===== src/rtl/isadc_pkg.sv =====
package isadc_pkg;
  localparam int BYTE_W = 8;
  localparam int RES_W  = 16;

  localparam logic [7:0] A_REV     = 8'h01;
  localparam logic [7:0] A_TYPE    = 8'h04;
  localparam logic [7:0] A_SUBTYPE = 8'h05;
  localparam logic [7:0] A_STATUS  = 8'h08;
  localparam logic [7:0] A_MODE    = 8'h40;
  localparam logic [7:0] A_ENABLE  = 8'h46;
  localparam logic [7:0] A_INSEL   = 8'h48;
  localparam logic [7:0] A_DECIM   = 8'h50;
  localparam logic [7:0] A_SETTLE  = 8'h51;
  localparam logic [7:0] A_REQ     = 8'h52;
  localparam logic [7:0] A_AVGCNT  = 8'h5A;
  localparam logic [7:0] A_AVGON   = 8'h5B;
  localparam logic [7:0] A_RES_LO  = 8'h60;
  localparam logic [7:0] A_RES_HI  = 8'h61;
  localparam logic [7:0] A_KEY     = 8'hD0;
  localparam logic [7:0] A_PROT    = 8'hDA;

  localparam logic [7:0] KEY_CODE  = 8'hA5;
  localparam int         CTL_BIT   = 7;
endpackage


===== src/rtl/isadc_unlock.sv =====
module isadc_unlock
  import isadc_pkg::*;
(
  input  logic              clk,
  input  logic              rst_n,
  input  logic              wr,
  input  logic              rd,
  input  logic              key_sel,
  input  logic [BYTE_W-1:0] wdata,
  output logic              armed
);
  logic armed_q, armed_d, armed_en;

  // The key register only updates when some bus access occurs.
  assign armed_en = wr | rd;

  always_comb begin
    armed_d = armed_q;
    if (wr && key_sel) armed_d = (wdata == KEY_CODE);
    else if (armed_en) armed_d = 1'b0;
  end

  always_ff @(posedge clk or negedge rst_n) begin
    if (!rst_n)        armed_q <= 1'b0;
    else if (armed_en) armed_q <= armed_d;
  end

  assign armed = armed_q;

  // Every access except a key write uses up the armed key.
  p_key_single_use_r4: assert property (@(posedge clk) disable iff (!rst_n)
    (armed_q && (rd || (wr && !key_sel))) |=> !armed_q);

  // A key write with the wrong value leaves the key disarmed.
  p_bad_key_r3: assert property (@(posedge clk) disable iff (!rst_n)
    (wr && key_sel && wdata != KEY_CODE) |=> !armed_q);
endmodule


===== src/rtl/isadc_conv.sv =====
module isadc_conv
  import isadc_pkg::*;
#(
  parameter int CONV_CYCLES = 20
) (
  input  logic             clk,
  input  logic             rst_n,
  input  logic             start,
  input  logic             abort,
  input  logic [RES_W-1:0] sample,
  output logic             pending,
  output logic             done,
  output logic [RES_W-1:0] result
);
  localparam int CNT_W = (CONV_CYCLES > 1) ? $clog2(CONV_CYCLES) : 1;
  localparam logic [CNT_W-1:0] CNT_LOAD = CNT_W'(CONV_CYCLES - 1);

  logic             pend_q, pend_d;
  logic             eoc_q,  eoc_d;
  logic [CNT_W-1:0] cnt_q,  cnt_d;
  logic [RES_W-1:0] res_q,  res_d;
  logic             finish, res_en;

  assign finish = pend_q && (cnt_q == '0) && !abort;
  assign res_en = finish;

  always_comb begin
    pend_d = pend_q;
    eoc_d  = eoc_q;
    cnt_d  = cnt_q;
    res_d  = sample;
    if (abort) begin
      pend_d = 1'b0;
      eoc_d  = 1'b0;
    end else if (start) begin
      pend_d = 1'b1;
      eoc_d  = 1'b0;
      cnt_d  = CNT_LOAD;
    end else if (pend_q) begin
      if (cnt_q == '0) begin
        pend_d = 1'b0;
        eoc_d  = 1'b1;
      end else begin
        cnt_d = cnt_q - 1'b1;
      end
    end
  end

  always_ff @(posedge clk or negedge rst_n) begin
    if (!rst_n) begin
      pend_q <= 1'b0;
      eoc_q  <= 1'b0;
      cnt_q  <= '0;
    end else begin
      pend_q <= pend_d;
      eoc_q  <= eoc_d;
      cnt_q  <= cnt_d;
    end
  end

  always_ff @(posedge clk or negedge rst_n) begin
    if (!rst_n)      res_q <= '0;
    else if (res_en) res_q <= res_d;
  end

  assign pending = pend_q;
  assign done    = eoc_q;
  assign result  = res_q;

  p_start_flags_r6: assert property (@(posedge clk) disable iff (!rst_n)
    (start && !abort) |=> (pend_q && !eoc_q));

  p_flags_exclusive_r6: assert property (@(posedge clk) disable iff (!rst_n)
    !(pend_q && eoc_q));

  p_abort_clears_r9: assert property (@(posedge clk) disable iff (!rst_n)
    abort |=> (!pend_q && !eoc_q));

  p_result_hold_r7: assert property (@(posedge clk) disable iff (!rst_n)
    !(pend_q && cnt_q == '0) |=> $stable(res_q));
endmodule


===== src/rtl/isadc_regs.sv =====
module isadc_regs
  import isadc_pkg::*;
#(
  parameter logic [7:0] REV_ID      = 8'd1,
  parameter logic [7:0] TYPE_ID     = 8'd8,
  parameter logic [7:0] SUBTYPE_ID  = 8'd3,
  parameter int         CONV_CYCLES = 20
) (
  input  logic              clk,
  input  logic              rst_n,
  input  logic              bus_wr,
  input  logic              bus_rd,
  input  logic [7:0]        bus_addr,
  input  logic [BYTE_W-1:0] bus_wdata,
  output logic [BYTE_W-1:0] bus_rdata,
  input  logic [RES_W-1:0]  conv_value
);
  logic [BYTE_W-1:0] mode_q, mode_d;
  logic [BYTE_W-1:0] insel_q, insel_d;
  logic [BYTE_W-1:0] decim_q, decim_d;
  logic [BYTE_W-1:0] settle_q, settle_d;
  logic [BYTE_W-1:0] avgcnt_q, avgcnt_d;
  logic [BYTE_W-1:0] prot_q, prot_d;
  logic              en_q, en_d;
  logic              avgon_q, avgon_d;

  logic              key_armed;
  logic              conv_pend, conv_eoc;
  logic [RES_W-1:0]  conv_res;
  logic              req_start, req_abort;
  logic              reg_en;

  isadc_unlock u_unlock (
    .clk     (clk),
    .rst_n   (rst_n),
    .wr      (bus_wr),
    .rd      (bus_rd),
    .key_sel (bus_addr == A_KEY),
    .wdata   (bus_wdata),
    .armed   (key_armed)
  );

  assign req_start = bus_wr && (bus_addr == A_REQ) && bus_wdata[CTL_BIT]
                     && en_q && !conv_pend;
  assign req_abort = bus_wr && (bus_addr == A_ENABLE) && !bus_wdata[CTL_BIT];

  isadc_conv #(.CONV_CYCLES(CONV_CYCLES)) u_conv (
    .clk     (clk),
    .rst_n   (rst_n),
    .start   (req_start),
    .abort   (req_abort),
    .sample  (conv_value),
    .pending (conv_pend),
    .done    (conv_eoc),
    .result  (conv_res)
  );

  assign reg_en = bus_wr;

  always_comb begin
    mode_d   = mode_q;
    insel_d  = insel_q;
    decim_d  = decim_q;
    settle_d = settle_q;
    avgcnt_d = avgcnt_q;
    prot_d   = prot_q;
    en_d     = en_q;
    avgon_d  = avgon_q;
    unique case (bus_addr)
      A_MODE:   mode_d   = bus_wdata;
      A_INSEL:  insel_d  = bus_wdata;
      A_DECIM:  decim_d  = bus_wdata;
      A_SETTLE: settle_d = bus_wdata;
      A_AVGCNT: avgcnt_d = bus_wdata;
      A_ENABLE: en_d     = bus_wdata[CTL_BIT];
      A_AVGON:  avgon_d  = bus_wdata[CTL_BIT];
      A_PROT:   if (key_armed) prot_d = bus_wdata;
      default: ;
    endcase
  end

  always_ff @(posedge clk or negedge rst_n) begin
    if (!rst_n) begin
      mode_q   <= '0;
      insel_q  <= '0;
      decim_q  <= '0;
      settle_q <= '0;
      avgcnt_q <= '0;
      prot_q   <= '0;
      en_q     <= 1'b0;
      avgon_q  <= 1'b0;
    end else if (reg_en) begin
      mode_q   <= mode_d;
      insel_q  <= insel_d;
      decim_q  <= decim_d;
      settle_q <= settle_d;
      avgcnt_q <= avgcnt_d;
      prot_q   <= prot_d;
      en_q     <= en_d;
      avgon_q  <= avgon_d;
    end
  end

  always_comb begin
    bus_rdata = '0;
    if (bus_rd) begin
      unique case (bus_addr)
        A_REV:     bus_rdata = REV_ID;
        A_TYPE:    bus_rdata = TYPE_ID;
        A_SUBTYPE: bus_rdata = SUBTYPE_ID;
        A_STATUS:  bus_rdata = {6'b0, conv_pend, conv_eoc};
        A_MODE:    bus_rdata = mode_q;
        A_ENABLE:  bus_rdata = {en_q, 7'b0};
        A_INSEL:   bus_rdata = insel_q;
        A_DECIM:   bus_rdata = decim_q;
        A_SETTLE:  bus_rdata = settle_q;
        A_REQ:     bus_rdata = {conv_pend, 7'b0};
        A_AVGCNT:  bus_rdata = avgcnt_q;
        A_AVGON:   bus_rdata = {avgon_q, 7'b0};
        A_RES_LO:  bus_rdata = conv_res[7:0];
        A_RES_HI:  bus_rdata = conv_res[15:8];
        A_PROT:    bus_rdata = prot_q;
        default:   bus_rdata = '0;
      endcase
    end
  end

  // A protected write without the key leaves the byte untouched.
  p_prot_locked_r3: assert property (@(posedge clk) disable iff (!rst_n)
    (bus_wr && bus_addr == A_PROT && !key_armed) |=> $stable(prot_q));

  // A request while disabled must not raise the pending flag.
  p_req_disabled_r8: assert property (@(posedge clk) disable iff (!rst_n)
    (bus_wr && bus_addr == A_REQ && !en_q && !conv_pend) |=> !conv_pend);
endmodule


===== config.mk =====
export PLATFORM = sky130hd
export DESIGN_NAME = isadc_regs
export DESIGN_NICKNAME = d
export VERILOG_FILES = /design/src/rtl/isadc_pkg.sv /design/src/rtl/isadc_unlock.sv /design/src/rtl/isadc_conv.sv /design/src/rtl/isadc_regs.sv
export SDC_FILE = /design/constraint.sdc
export NUM_CORES = 1
export LEC_CHECK = 0
export BUFFER_PORTS_ARGS = -buffer_cell sky130_fd_sc_hd__buf_2
export CAP_MARGIN = 20
export CORE_UTILIZATION = 50
export CTS_CLUSTER_SIZE = 8
export DETAILED_ROUTE_END_ITERATION = 16
export PLACE_DENSITY_LB_ADDON = 0.2
export SLEW_MARGIN = 20
export SYNTH_ARGS = -nofsm -noshare
export SYNTH_HDL_FRONTEND = slang
export SYNTH_HIERARCHICAL = 1
export SYNTH_SLANG_ARGS = --single-unit

===== constraint.sdc =====
create_clock -name clk -period 2.6 [get_ports clk]
set_clock_uncertainty 0.05 [all_clocks]
set_input_delay 0.13 -clock clk [delete_from_list [all_inputs] [get_ports clk]]
set_output_delay 0.13 -clock clk [all_outputs]
set_load 0.01 [all_outputs]

==> impl_metrics.csv <==
group,metric,value,unit
sta,max_freq,457.2,MHz
worst_setup_path,cp.required,2420,ps
die,floorplan.initialDensity,52.36,%
logic_synthesis,synth_flop_cell,"dfrtp_1",
routing,route.detailed.drc,0,
cells_and_area,fillCellCount,591,
cells_and_area,final_util,62.31,%
worst_setup_path,arrival,2010,ps
routing,via_per_inst,5.982,
cells_and_area,antenna_cells,0,
global_routing,grt_use_total,24.57,%
sta,drv_slew,0,
clocking,cts_root_buffer,"clkbuf_8",
worst_setup_path,crit_type,"in2out",
clocking,clock_latency,350,ps
worst_setup_path,cp_num_buf_inv,2,
logic_synthesis,synth_top_family_by_area,"multiplexers",
logic_synthesis,ys_async_sr_fraction,100.0,%
power_and_ir_drop,power_frac_seq,51.1,%
die,core.rowCount,31,
placed_design,gp_congestion,0.8956,
worst_setup_path,cp_cell_sequence,"buf_2 -> or4b_4 -> a211oi_2 -> a211oi_1 -> a31oi_4 -> a21boi_1 -> buf_2",
sta,fin_crit_sh,84.13,%
hold_path,hold_path_class,"in2reg",
power_and_ir_drop,power.density,520.1,mW/mm^2
logic_synthesis,syn_avg_cell_area,12.17,sq um
worst_setup_path,path_max_fanout,20,
hold_path,hold_end,"u_unlock/armed",
logic_synthesis,ys_types,62,
cells_and_area,fin_nets,422,
placed_design,dp_slack,379.9,ps
power_and_ir_drop,switching_share,22.13,%
global_routing,grt_max_degree,27,
clocking,htreeDepth,3,
placed_design,port_buffers,43,
run_status,status,"complete, no violations",
clocking,cts_tree,"built",
sta,setup_slack,412.6,ps
placed_design,dpl.hpwl,6657,um
sta,fin_tns_setup,0,ps
clocking,clockBufferDepth,2,
worst_setup_path,r2r_cells,5,
global_routing,grt_remaining_overflow,0,
power_and_ir_drop,pwr-share-comb,8.4,%
sta,setup_viol,0,
sta,hold_viol_final,0,
cells_and_area,drive_gt1_share,37.95,%
power_and_ir_drop,p_clk_share,40.5,%
logic_synthesis,synth_edf_count,0,
global_routing,antenna_found_initial,0,
power_and_ir_drop,p_sw,528.5,uW
clocking,numCtsBuffers,9,
hold_path,holdPathStages,4,
die,io_pins,44,
die,die_width,89.85,um
routing,firstDrtPassIters,5,
die,core_area,0.007370,sq mm
routing,vias,2925,
worst_setup_path,critPathSlowestCell,"or4b_4",
flow_run,drv_cap,0,
power_and_ir_drop,power.leakage,2.105,nW
logic_synthesis,synthMuxAreaShare,20.75,%
logic_synthesis,synth-adder-area-share,0.3243,%
global_routing,grt_pass1_wl,15320,um
worst_setup_path,r2r-start,"u_conv/cnt_q[0]",
logic_synthesis,syn_area,0.003859,sq mm
clocking,cts_setup_buffers,0,
hold_path,hold_start,"bus_rd",
logic_synthesis,synthXorXnorAreaFrac,0,%
global_routing,grt_pass1_vias,2923,
worst_setup_path,r2r_end,"u_conv/cnt_q[1]",
logic_synthesis,synth_simple_gate_area_share,15.37,%
logic_synthesis,netlist_instances,317,
logic_synthesis,synth_compound_area_share,12.45,%
logic_synthesis,yosysWarnings,6,
worst_setup_path,rrSetupSlack,610,ps
worst_setup_path,slowest_delay,620,ps
power_and_ir_drop,ir_worst_vdd,0.0003326,V
die,die_y,89.85,um
power_and_ir_drop,p_int,1.860,mW
routing,ant_nets,0,
worst_setup_path,startpoint_type,"input port",
logic_synthesis,synth_nets,354,
die,dieArea,0.008073,sq mm
clocking,clkTransAtPathRegs,70,ps
worst_setup_path,crit_path_end_kind,"primary output",
sta,rsz0062_at_grt,"no",
sta,worst_pin_slew,578.7,ps
sta,relSlewSlack,61.42,%
worst_setup_path,critPathTopFamily,"compound AO/OA/AOI/OAI gates",
routing,drt_wl_total,9272,um
routing,drt_iter0_drc,244,
routing,wire_per_inst,18.96,um
clocking,clock-sinks,74,
cells_and_area,area_growth,19.00,%
logic_synthesis,ys_seq_area_share,47.99,%
worst_setup_path,worst_path_most_repeated_cell,"buf_2",
sta,period_minus_slack,2187,ps
logic_synthesis,synth_seq_cells,74,
## repair_timing
action,in CTS,in global routing
resized for setup,0,0
hold endpoints to repair,39,0
hold buffers,17,0
## how the worst max path moves through the flow
stage                     slack, ps  cells past startpoint           endpoint        start
after floorplan                 420                     11  u_conv/result[10]  bus_addr[1]
after global placement          410                      9   u_conv/result[8]  bus_addr[4]
after detailed placement        380                      9   u_conv/result[8]  bus_addr[4]
after CTS                       430                      7       bus_rdata[2]  bus_addr[1]
after global routing            260                      7       bus_rdata[2]  bus_addr[4]
final                           410                      7       bus_rdata[2]  bus_addr[1]
## registers in the layout, indices dropped and copies added, names as in the netlist
name,flops
en_q,1
mode_q,8
u_conv/result,16
u_conv/pending,1
settle_q,8
insel_q,8
prot_q,8
decim_q,8
avgon_q,1
u_unlock/armed,1
avgcnt_q,8
u_conv/done,1
u_conv/cnt_q,5
## through the flow
step           cell area, sq um  cells  hold slack, ps  power, mW
2_1_floorplan              3859    317          -215.6      1.328
3_3_place_gp               4209    456           105.6      1.417
3_5_place_dp               4209    456           116.2      1.423
4_1_cts                    4592    489           17.40      2.413
5_1_grt                    4592    489           44.32      2.480
6_report                   4592    489           44.64      2.388
## worst min-delay path, delay by kind of cell
| family | cells | cell delay (ps) |
|---|---|---|
| simple gates | 3 | 150 |
| buf+inv | 1 | 120 |
## cell type report
cell class | instances | area (sq um) | area share [%]
multi-input combinational | 219 | 1887 | 41.09
tap | 99 | 123.9 | 2.698
clock inverter | 2 | 60.06 | 1.308
timing repair buffer | 74 | 490.5 | 10.68
inverter | 7 | 26.28 | 0.5722
sequential | 74 | 1852 | 40.33
clock buffer | 14 | 152.6 | 3.324
## cells in the mapped netlist (all sizes together), types with 4 or more instances
cell type / instances / area, sq um
inv: 7 / 26.28
a22o: 4 / 35.03
a222oi: 8 / 80.08
nand4: 4 / 25.02
nand2b: 5 / 31.28
o21ai: 8 / 40.04
nor3b: 4 / 30.03
or4b: 4 / 43.79
buf: 8 / 60.05
o21a: 4 / 30.03
nand3: 4 / 25.02
clkbuf: 9 / 33.78
nand2: 23 / 91.34
nor4: 4 / 31.28
a22oi: 9 / 67.56
nor3: 7 / 62.56
nor2: 16 / 67.57
mux2: 66 / 780.7
dfrtp: 74 / 1852
## cell families after synthesis
group           after synthesis
compound gates               58
fa+ha+maj                     1
simple gates                 92
flops                        74
buf+inv                      24
mux                          68
## per-layer routing
metal  global-route usage [%]  vias up  routed length, um
met3                    4.653       17                409
met5                        0        -                  0
met1                    35.08     1464               4442
li1                         -     1354                  -
met4                    6.452        0                133
met2                    38.65       90               4286
## power groups by stage
| stage | sequential (mW) | combinational, mW | clock (mW) |
|---|---|---|---|
| global placement | 1.24 | 0.177 | 0 |
| finish | 1.22 | 0.200 | 0.968 |
| global route | 1.22 | 0.220 | 1.04 |
| floorplan | 1.23 | 0.0959 | 0 |
| CTS | 1.22 | 0.202 | 0.992 |
| detailed placement | 1.24 | 0.182 | 0 |
## cell usage in the layout, fill, tap and decap left out, drive strengths merged, types with 3 or more instances in the layout
| cell | instances |
|---|---|
| a222oi | 8 |
| nor2b | 3 |
| nor3 | 7 |
| nor4b | 3 |
| nand2 | 23 |
| nand4 | 4 |
| o21ai | 8 |
| or4b | 4 |
| a221o | 3 |
| a22o | 4 |
| a22oi | 9 |
| a31oi | 3 |
| nor4 | 4 |
| buf | 57 |
| inv | 7 |
| a32oi | 3 |
| dfrtp | 74 |
| nand3 | 4 |
| nor3b | 4 |
| o21a | 4 |
| dlygate4sd3 | 17 |
| mux2 | 66 |
| nand2b | 5 |
| nor2 | 16 |
| and2 | 3 |
| clkbuf | 14 |
Note: power is estimated with default switching activity, not from simulation.
